[src/rtl/uart_evt_pkg.sv]
package uart_evt_pkg;
   // status word layout (positions are decoded by software)
   localparam int ST_LO     = 2;
   localparam int ST_HI     = 11;
   localparam int ST_W      = ST_HI - ST_LO + 1;
   localparam int ST_RBC    = 2;
   localparam int ST_TBC    = 3;
   localparam int ST_MODEM0 = 4;   // RI, CTS, DCD, DSR upward
   localparam int ST_MATCH0 = 8;
   localparam int NUM_MODEM = 4;
   localparam int NUM_MATCH = 4;

   // register word addresses
   localparam int ADR_STATUS = 0;
   localparam int ADR_MASK   = 1;
   localparam int ADR_MATCH0 = 2;

   // bit inside a match register that enables it
   localparam int MATCH_EN_BIT = 15;

   typedef logic [ST_W-1:0] stat_vec_t;

   // index of a status bit inside the packed vector
   function automatic int st_idx(input int pos);
      return pos - ST_LO;
   endfunction
endpackage

[src/rtl/uevt_modem_edge.sv]
module uevt_modem_edge #(
   parameter int LINES       = 4,
   parameter int SYNC_STAGES = 2
) (
   input  logic             clk,
   input  logic             rst_n,
   input  logic [LINES-1:0] raw_in,
   output logic [LINES-1:0] change
);
   if (SYNC_STAGES < 2) begin : g_bad_stages
      $error("uevt_modem_edge: SYNC_STAGES must be at least 2");
   end
   if (LINES < 1) begin : g_bad_lines
      $error("uevt_modem_edge: LINES must be at least 1");
   end

   for (genvar l = 0; l < LINES; l++) begin : g_line
      // SYNC_STAGES synchroniser flops plus one history flop
      logic [SYNC_STAGES:0] shift_q;

      always_ff @(posedge clk or negedge rst_n) begin
         if (!rst_n) shift_q <= '0;
         else        shift_q <= {shift_q[SYNC_STAGES-1:0], raw_in[l]};
      end

      assign change[l] = shift_q[SYNC_STAGES] ^ shift_q[SYNC_STAGES-1];
   end
endmodule

[src/rtl/uevt_match_bank.sv]
module uevt_match_bank #(
   parameter int NUM    = 4,
   parameter int CHAR_W = 8,
   parameter int DATA_W = 32,
   parameter int EN_BIT = 15
) (
   input  logic                       clk,
   input  logic                       rst_n,
   input  logic [NUM-1:0]             wr_sel,
   input  logic [DATA_W-1:0]          wdata,
   input  logic                       rx_valid,
   input  logic [CHAR_W-1:0]          rx_char,
   output logic [NUM-1:0]             hit,
   output logic [NUM-1:0][DATA_W-1:0] rd_word
);
   if (EN_BIT < CHAR_W || EN_BIT >= DATA_W) begin : g_bad_en
      $error("uevt_match_bank: EN_BIT must lie above the character and inside the word");
   end

   logic unused_wdata;
   assign unused_wdata = ^wdata;

   for (genvar i = 0; i < NUM; i++) begin : g_cmp
      logic [CHAR_W-1:0] char_q;
      logic              en_q;

      always_ff @(posedge clk or negedge rst_n) begin
         if (!rst_n) begin
            char_q <= '0;
            en_q   <= 1'b0;
         end else if (wr_sel[i]) begin
            char_q <= wdata[CHAR_W-1:0];
            en_q   <= wdata[EN_BIT];
         end
      end

      assign hit[i] = rx_valid & en_q & (rx_char == char_q);

      always_comb begin
         rd_word[i]              = '0;
         rd_word[i][CHAR_W-1:0]  = char_q;
         rd_word[i][EN_BIT]      = en_q;
      end
   end
endmodule

[src/rtl/uevt_sticky_bits.sv]
module uevt_sticky_bits #(
   parameter int W = 10
) (
   input  logic         clk,
   input  logic         rst_n,
   input  logic [W-1:0] set_evt,
   input  logic [W-1:0] clr_req,
   output logic [W-1:0] q
);
   // a set in the same cycle as a clear wins
   always_ff @(posedge clk or negedge rst_n) begin
      if (!rst_n) q <= '0;
      else        q <= (q & ~clr_req) | set_evt;
   end
endmodule

[src/rtl/uart_evt_status.sv]
module uart_evt_status
   import uart_evt_pkg::*;
#(
   parameter int ADDR_W      = 3,
   parameter int DATA_W      = 32,
   parameter int CHAR_W      = 8,
   parameter int SYNC_STAGES = 2,
   parameter bit IRQ_REG     = 1'b0
) (
   input  logic              clk,
   input  logic              rst_n,
   input  logic              bus_wr,
   input  logic [ADDR_W-1:0] bus_addr,
   input  logic [DATA_W-1:0] bus_wdata,
   output logic [DATA_W-1:0] bus_rdata,
   input  logic              rx_valid,
   input  logic [CHAR_W-1:0] rx_char,
   input  logic              rx_frame_err,
   input  logic              rx_parity_err,
   input  logic              rx_gap_tmo,
   input  logic              rx_break,
   input  logic              tx_last_done,
   input  logic              line_dsr,
   input  logic              line_dcd,
   input  logic              line_cts,
   input  logic              line_ri,
   output logic              irq
);
   localparam int NUM_REGS = ADR_MATCH0 + NUM_MATCH;

   if (DATA_W <= MATCH_EN_BIT || DATA_W <= ST_HI) begin : g_bad_data
      $error("uart_evt_status: DATA_W too narrow for the register layout");
   end
   if ((1 << ADDR_W) < NUM_REGS) begin : g_bad_addr
      $error("uart_evt_status: ADDR_W cannot reach every register");
   end
   if (CHAR_W < 5 || CHAR_W > 9) begin : g_bad_char
      $error("uart_evt_status: CHAR_W must be 5 to 9");
   end

   // ---------------- address decode ----------------
   logic                 wr_status, wr_mask;
   logic [NUM_MATCH-1:0] wr_match;

   assign wr_status = bus_wr && (bus_addr == ADDR_W'(ADR_STATUS));
   assign wr_mask   = bus_wr && (bus_addr == ADDR_W'(ADR_MASK));

   for (genvar i = 0; i < NUM_MATCH; i++) begin : g_dec
      assign wr_match[i] = bus_wr && (bus_addr == ADDR_W'(ADR_MATCH0 + i));
   end

   // ---------------- event sources ----------------
   logic [NUM_MATCH-1:0]             match_hit;
   logic [NUM_MATCH-1:0][DATA_W-1:0] match_word;
   logic [NUM_MODEM-1:0]             modem_chg;
   logic [NUM_MODEM-1:0]             modem_raw;

   // index 0 = RI ... index 3 = DSR, matching status bits 4..7
   assign modem_raw = {line_dsr, line_dcd, line_cts, line_ri};

   uevt_match_bank #(
      .NUM    (NUM_MATCH),
      .CHAR_W (CHAR_W),
      .DATA_W (DATA_W),
      .EN_BIT (MATCH_EN_BIT)
   ) match_i (
      .clk      (clk),
      .rst_n    (rst_n),
      .wr_sel   (wr_match),
      .wdata    (bus_wdata),
      .rx_valid (rx_valid),
      .rx_char  (rx_char),
      .hit      (match_hit),
      .rd_word  (match_word)
   );

   uevt_modem_edge #(
      .LINES       (NUM_MODEM),
      .SYNC_STAGES (SYNC_STAGES)
   ) modem_i (
      .clk    (clk),
      .rst_n  (rst_n),
      .raw_in (modem_raw),
      .change (modem_chg)
   );

   logic rbc_evt;
   assign rbc_evt = (|match_hit) | rx_gap_tmo | rx_break
                  | (rx_valid & (rx_frame_err | rx_parity_err));

   // ---------------- sticky status ----------------
   stat_vec_t set_vec, clr_vec, stat_q, mask_q;

   always_comb begin
      set_vec = '0;
      set_vec[st_idx(ST_RBC)] = rbc_evt;
      set_vec[st_idx(ST_TBC)] = tx_last_done;
      for (int m = 0; m < NUM_MODEM; m++) set_vec[st_idx(ST_MODEM0 + m)] = modem_chg[m];
      for (int k = 0; k < NUM_MATCH; k++) set_vec[st_idx(ST_MATCH0 + k)] = match_hit[k];
   end

   assign clr_vec = wr_status ? bus_wdata[ST_HI:ST_LO] : '0;

   uevt_sticky_bits #(.W(ST_W)) stat_i (
      .clk     (clk),
      .rst_n   (rst_n),
      .set_evt (set_vec),
      .clr_req (clr_vec),
      .q       (stat_q)
   );

   // ---------------- mask ----------------
   always_ff @(posedge clk or negedge rst_n) begin
      if (!rst_n)       mask_q <= '0;
      else if (wr_mask) mask_q <= bus_wdata[ST_HI:ST_LO];
   end

   // ---------------- interrupt ----------------
   logic irq_raw;
   assign irq_raw = |(stat_q & mask_q);

   if (IRQ_REG) begin : g_irq_ff
      logic irq_q;
      always_ff @(posedge clk or negedge rst_n) begin
         if (!rst_n) irq_q <= 1'b0;
         else        irq_q <= irq_raw;
      end
      assign irq = irq_q;
   end else begin : g_irq_comb
      assign irq = irq_raw;
   end

   // ---------------- read mux ----------------
   always_comb begin
      bus_rdata = '0;
      if (bus_addr == ADDR_W'(ADR_STATUS)) bus_rdata[ST_HI:ST_LO] = stat_q;
      if (bus_addr == ADDR_W'(ADR_MASK))   bus_rdata[ST_HI:ST_LO] = mask_q;
      for (int k = 0; k < NUM_MATCH; k++) begin
         if (bus_addr == ADDR_W'(ADR_MATCH0 + k)) bus_rdata = match_word[k];
      end
   end
endmodule

[config.mk]
export PLATFORM = sky130hd
export DESIGN_NAME = uart_evt_status
export DESIGN_NICKNAME = d
export VERILOG_FILES = /design/src/rtl/uart_evt_pkg.sv /design/src/rtl/uevt_modem_edge.sv /design/src/rtl/uevt_match_bank.sv /design/src/rtl/uevt_sticky_bits.sv /design/src/rtl/uart_evt_status.sv
export SDC_FILE = /design/constraint.sdc
export NUM_CORES = 1
export LEC_CHECK = 0
export ABC_AREA = 1
export BUFFER_PORTS_ARGS = -buffer_cell sky130_fd_sc_hd__buf_4
export CAP_MARGIN = 20
export CORE_MARGIN = 8
export CORE_UTILIZATION = 40
export CTS_CLUSTER_DIAMETER = 60
export DETAILED_ROUTE_END_ITERATION = 12
export PLACE_DENSITY = 0.66
export SLEW_MARGIN = 10
export SYNTH_ARGS = -nofsm -noshare
export SYNTH_HDL_FRONTEND = slang
export SYNTH_SLANG_ARGS = --single-unit
export TNS_END_PERCENT = 20
[constraint.sdc]
create_clock -name clk -period 1.1 [get_ports clk]
set_input_delay 0.055 -clock clk [delete_from_list [all_inputs] [get_ports clk]]
set_output_delay 0.055 -clock clk [all_outputs]
set_load 0.05 [all_outputs]
# ---- Word-level counts from Yosys, hierarchy flattened
# Cells that the tools add are included.
dict set report word_totals {
  reg_bits 68
  input_bits 56
  output_inout_bits 33
  word_cells 60
}
dict set report op_classes {
  eq_ne 9
  muxes 7
  bitwise 21
  reduce_logical 9
}
# op n
set op_table {}
lappend op_table {{two-way mux 32 bit} 3}
lappend op_table {{equality test 8 bit} 4}
lappend op_table {{two-way mux 10 bit} 3}
lappend op_table {{bitwise AND 10 bit} 2}
lappend op_table {{two-way mux 16 bit} 1}
lappend op_table {{inverter 10 bit} 1}
lappend op_table {{OR 10 bit} 1}
lappend op_table {{OR reduction 10 bit} 1}
lappend op_table {{bitwise AND 1 bit} 9}
lappend op_table {{equality test 3 x 2 -> 1 bit (second input constant)} 2}
lappend op_table {{equality test 3 bit (second input constant)} 2}
lappend op_table {{logical AND 1 bit} 6}
lappend op_table {{OR 1 bit} 4}
lappend op_table {{OR reduction 4 bit} 1}
lappend op_table {{XOR 1 bit} 4}
lappend op_table {{equality test 3 x 1 -> 1 bit (second input constant)} 1}
lappend op_table {{zero test 3 bit} 1}

# ---- Logic depth before layout (Yosys ltp)
dict set report logic_depth {
  depth_word 7
  mapped_depth 9
  ltp_nobuf 8
}

# ---- Hierarchy
# A second synthesis with hierarchy kept.
dict set report hier_totals {
  hier_cells 722
  area_unflattened_um2 4936.0
}
# mod instances cells_per_inst area_each_um2 seq_area_each_um2
set by_module_without_submodules {}
lappend by_module_without_submodules {uevt_match_bank 1 325 2565.0 900.9}
lappend by_module_without_submodules {uart_evt_status 1 315 1595.3 250.2}
lappend by_module_without_submodules {uevt_sticky_bits 1 50 400.4 250.2}
lappend by_module_without_submodules {uevt_modem_edge 1 32 375.4 300.3}

# ---- Worst setup path after synthesis
# No wires, ideal clock.
dict set report synth_path {
  path_kind {input-to-output}
  startpoint {input port bus_addr[1]}
  endpoint {output port bus_rdata[0]}
  t_arrival_ns 1.534
  required_time_ns 1.045
  slack_ns -0.489
  stages 4
  n_path_buf 1
  path_cell_list {buf_4 nor2_2 nand2_2 o21ai_0}
}
dict set report synth_via {
  elab_chain_len 5
  elab_cells_between_ends 8
  classes_between {eq/ne: 4; mux: 4}
}
# element line_no
set synth_rtl {}
lappend synth_rtl {{start: declaration} uart_evt_status.sv:13} ;# input logic [ADDR_W-1:0] bus_addr,
lappend synth_rtl {{equality test 3 x 2 -> 1 bit} uart_evt_status.sv:139} ;# if (bus_addr == ADDR_W'(ADR_MATCH0 + k)) bus_rdata = match_word[k];
lappend synth_rtl {{two-way mux 16 bit} uart_evt_status.sv:139}
lappend synth_rtl {{two-way mux 32 bit (2 in a row)} uart_evt_status.sv:139}
lappend synth_rtl {{two-way mux 32 bit (*)} uart_evt_status.sv:139}
lappend synth_rtl {{end: declaration} uart_evt_status.sv:15} ;# output logic [DATA_W-1:0] bus_rdata,
# Mark *: on every way between the ends. The rest lies on a longest branch, timed or not.

# ---- Worst setup path after layout
dict set report layout_path {
  startpoint {register stat_i.q[4]}
  endpoint {output port bus_rdata[6]}
}
dict set report layout_via {
  elab_chain_len 6
}
# element line_no
set layout_rtl {}
lappend layout_rtl {{start: declaration} uevt_sticky_bits.sv:8} ;# output logic [W-1:0] q
lappend layout_rtl {{start signal: assignment} uevt_sticky_bits.sv:13} ;# else q <= (q & ~clr_req) | set_evt;
lappend layout_rtl {{two-way mux 10 bit} uart_evt_status.sv:136} ;# if (bus_addr == ADDR_W'(ADR_STATUS)) bus_rdata[ST_HI:ST_LO] = stat_q;
lappend layout_rtl {{two-way mux 10 bit} uart_evt_status.sv:137} ;# if (bus_addr == ADDR_W'(ADR_MASK)) bus_rdata[ST_HI:ST_LO] = mask_q;
lappend layout_rtl {{two-way mux 16 bit} uart_evt_status.sv:139}
lappend layout_rtl {{two-way mux 32 bit (3 in a row)} uart_evt_status.sv:139}
# Every way passes these cells.

==> impl_metrics.tcl <==
set metrics [dict create \
    tritoncts "built" \
    grt_max_degree 28 \
    vias 3241 \
    die-height_um 113 \
    swShare_pct 33.9 \
    ios 89 \
    dr_wl_met3_um 623 \
    overflow 0 \
    nets 609 \
    yosysTopAreaCell "dfrtp_1" \
    fp.coreArea_um2 9150 \
    cp-start-kind "flip-flop" \
    gp_congestion 0.898 \
    ir_drop_uv 849 \
    p_leak_uw 0.00240 \
    avgSynthCellArea_um2 8.07 \
    die_w_um 113 \
    maxCapViolCount 0 \
    startpoint "stat_i.q[4]" \
    syn_area_um2 3740 \
    maxSlewViolCount 0 \
    start_util_pct 40.8 \
    pwr-share-seq_pct 42.1 \
    row_count 35 \
    crit_arrival_ns 1.40 \
    synth_seq_cells 68 \
    violations "setup timing" \
    synthArstFlopShare_pct 100 \
    internal_power_uw 4970 \
    fin_crit_sh_pct 132 \
    r2r-start "match_i.g_cmp[3].char_q[4]" \
    p_clk_share_pct 30.4 \
    clk_pin_slew_ns 0.08 \
    routed_wirelength_mm 9.95 \
    synth_edf_count 0 \
    critPathRequiredTime_ns 1.04 \
    syn_inst 463 \
    grt_pass1_wl_mm 16.1 \
    post-place-ws_ns -0.0703 \
    cts_max_path_buffers 2 \
    seq_area_frac_synth_pct 45.5 \
    stdcell_count 669 \
    die_area_um2 12700 \
    hp-class "input port to flip-flop" \
    critPathKind "flip-flop to primary output" \
    antenna_found_initial 0 \
    layout-drive-gt1-share_pct 30.8 \
    wl_met2_mm 4.70 \
    io_buffer_count 50 \
    cellPowerDensity_nw_per_um2 1560 \
    first_pass_iters 5 \
    viasPerCell 4.84 \
    yosysTopAreaCellShare_pct 45.5 \
    synth_flop_cell "dfrtp_1" \
    clock.fmax_ghz 0.687 \
    h-tree-depth 3 \
    finalCriticalPeriod_ns 1.46 \
    clock-sinks 68 \
    fin_worst_skew_ns 0.00846 \
    drt-met1-wl_mm 4.47 \
    synth.distinct_cells 29 \
    dp_hpwl_mm 7.47 \
    synth_area_leaders "dfrtp_1 46%, nand2_1 15%, o21ai_2 8.0%" \
    endpoint_kind "primary output" \
    worstRegToRegCells 8 \
    cts_root_buffer "clkbuf_8" \
    num_antenna_cells 0 \
    cp_max_fo 2 \
    syn_to_final_growth_pct 28.5 \
    dp_cells 640 \
    hp-start "bus_wdata[0]" \
    drc 0 \
    hold_viol 0 \
    setup_tns_ns -3.08 \
    finalSetupViolCount 15 \
    p_comb_share_pct 27.5 \
    rsz0062_at_grt "true" \
    antenna_left 0 \
    rrSetupSlack_ns -0.06 \
    first_iter_violations 200 \
    min_delay_path_depth 3 \
    wire_per_inst_um 14.9 \
    ys.warnings.count 0 \
    clk_latency_ns 0.35 \
    holdWs_ns 0.0276 \
    grt_util_all_layers_pct 16.2 \
    status "finished with violations" \
    p_switching_uw 2550 \
    numCtsBuffers 9 \
    worst_slack_ns -0.356 \
    top_layer_used "met4" \
    grt_pass1_vias 3148 \
]
==> critical path, stage by stage (launching register included) <==
cell and delay, ns:
dfrtp_1 0.39, o21ai_1 0.13, nand2_1 0.08, o21ai_1 0.09, nand4_1 0.16, buf_6 0.19
==> repair_timing <==
item,CTS,global route
setup endpoints to repair,16,19
resized for setup,38,15
endpoints found under the hold margin,77,0
pin swaps,14,9
hold buffers,10,0
cloned,0,0
setup buffers,2,1
==> power by group through the flow <==
| stage | clock (µW) | sequential (µW) | combinational [µW] |
|---|---|---|---|
| after floorplan | 0 | 3120 | 1330 |
| after global placement | 0 | 3170 | 1880 |
| after detailed placement | 0 | 3190 | 1910 |
| after CTS | 2310 | 3150 | 2050 |
| after global routing | 2440 | 3210 | 2270 |
| final | 2280 | 3170 | 2060 |
==> final cells by class <==
cell class	instances	area, µm²
Inverter	60	231
Multi-Input combinational cell	326	1730
Timing Repair Buffer	88	788
Clock buffer	10	128
Clock inverter	6	88.8
Fill cell	860	4350
Sequential cell	68	1700
Tap cell	111	139
==> Yosys cell counts, types with 2 or more instances <==
cell,instances
xnor2_1,8
inv_2,4
o22ai_1,7
inv_1,53
inv_4,2
dfrtp_1,68
nand3_1,6
xor2_1,4
nand2_1,150
a21oi_1,4
nand2_4,4
o21ai_0,31
buf_4,21
buf_6,6
o21ai_1,10
nor3_1,3
o21ai_2,34
nand4_1,5
nand2_2,6
o2111ai_1,5
nor2_2,2
nor2_1,23
==> flip-flops by register name, summed over array words and instances (netlist names) <==
signal,count
match_i.g_cmp.en_q,4
stat_i.q,10
modem_i.g_line.shift_q,12
mask_q,10
match_i.g_cmp.char_q,32
==> per-layer routing <==
metal,vias up,GRT usage (%)
met2,116,26.2
met5,-,0
li1,1615,-
met3,11,3.06
met4,0,6.65
met1,1499,20.8
==> metrics by stage <==
stage	power [µW]	cell area, µm²	utilization, %
after global routing	7920	4800	52.5
after detailed placement	5100	4330	47.3
after CTS	7510	4770	52.2
after global placement	5050	4330	47.3
final	7510	4800	52.5
after floorplan	4450	3800	-
==> logic make-up (layout without fill, tap and decap cells) <==
group	count (synthesis)	after routing	share of synthesized area, %
xor gates and xnor gates	12	12	2.81
AOI/OAI and AO/OA	93	93	16.7
buffers and inverters	87	164	12.2
other	1	19	0.100
DFF	68	68	45.5
and+or+nand+nor	202	202	22.6
==> layout by cell type (no fill, tap or decap) <==
| cell | count |
|---|---|
| clkinv_4 | 1 |
| nand3_1 | 6 |
| nor2_2 | 2 |
| nand2_4 | 4 |
| o21ai_0 | 16 |
| dlygate4sd3_1 | 10 |
| inv_2 | 13 |
| o21a_1 | 1 |
| nor2_4 | 1 |
| clkinv_2 | 2 |
| a21oi_1 | 4 |
| o21ai_2 | 39 |
| nor3_1 | 2 |
| clkinvlp_4 | 2 |
| o22ai_2 | 5 |
| clkbuf_1 | 1 |
| o2111ai_1 | 2 |
| bufinv_16 | 2 |
| and2_0 | 1 |
| nand2_1 | 148 |
| nor2_1 | 23 |
| buf_12 | 4 |
| inv_4 | 2 |
| conb_1 | 19 |
| inv_1 | 44 |
| clkbuf_8 | 9 |
| o22ai_1 | 2 |
| buf_6 | 14 |
| nor3_2 | 1 |
| xnor2_1 | 8 |
| o2111ai_2 | 3 |
| o211ai_1 | 1 |
| xor2_1 | 4 |
| dfrtp_1 | 68 |
| and3_1 | 1 |
| nand2_2 | 8 |
| nand4_1 | 5 |
| o21ai_1 | 20 |
| buf_4 | 60 |
==> path summary, 6_finish.rpt <==
path,end
worst min-delay path,match_i.g_cmp[1].char_q[0]
max in group asynchronous,mask_q[0]
worst max-delay path,bus_rdata[6]
worst min register to register,modem_i.g_line[1].shift_q[1]
min in group asynchronous,modem_i.g_line[1].shift_q[1]
worst max register to register,stat_i.q[0]
Note: power is estimated with default switching activity, not from simulation.
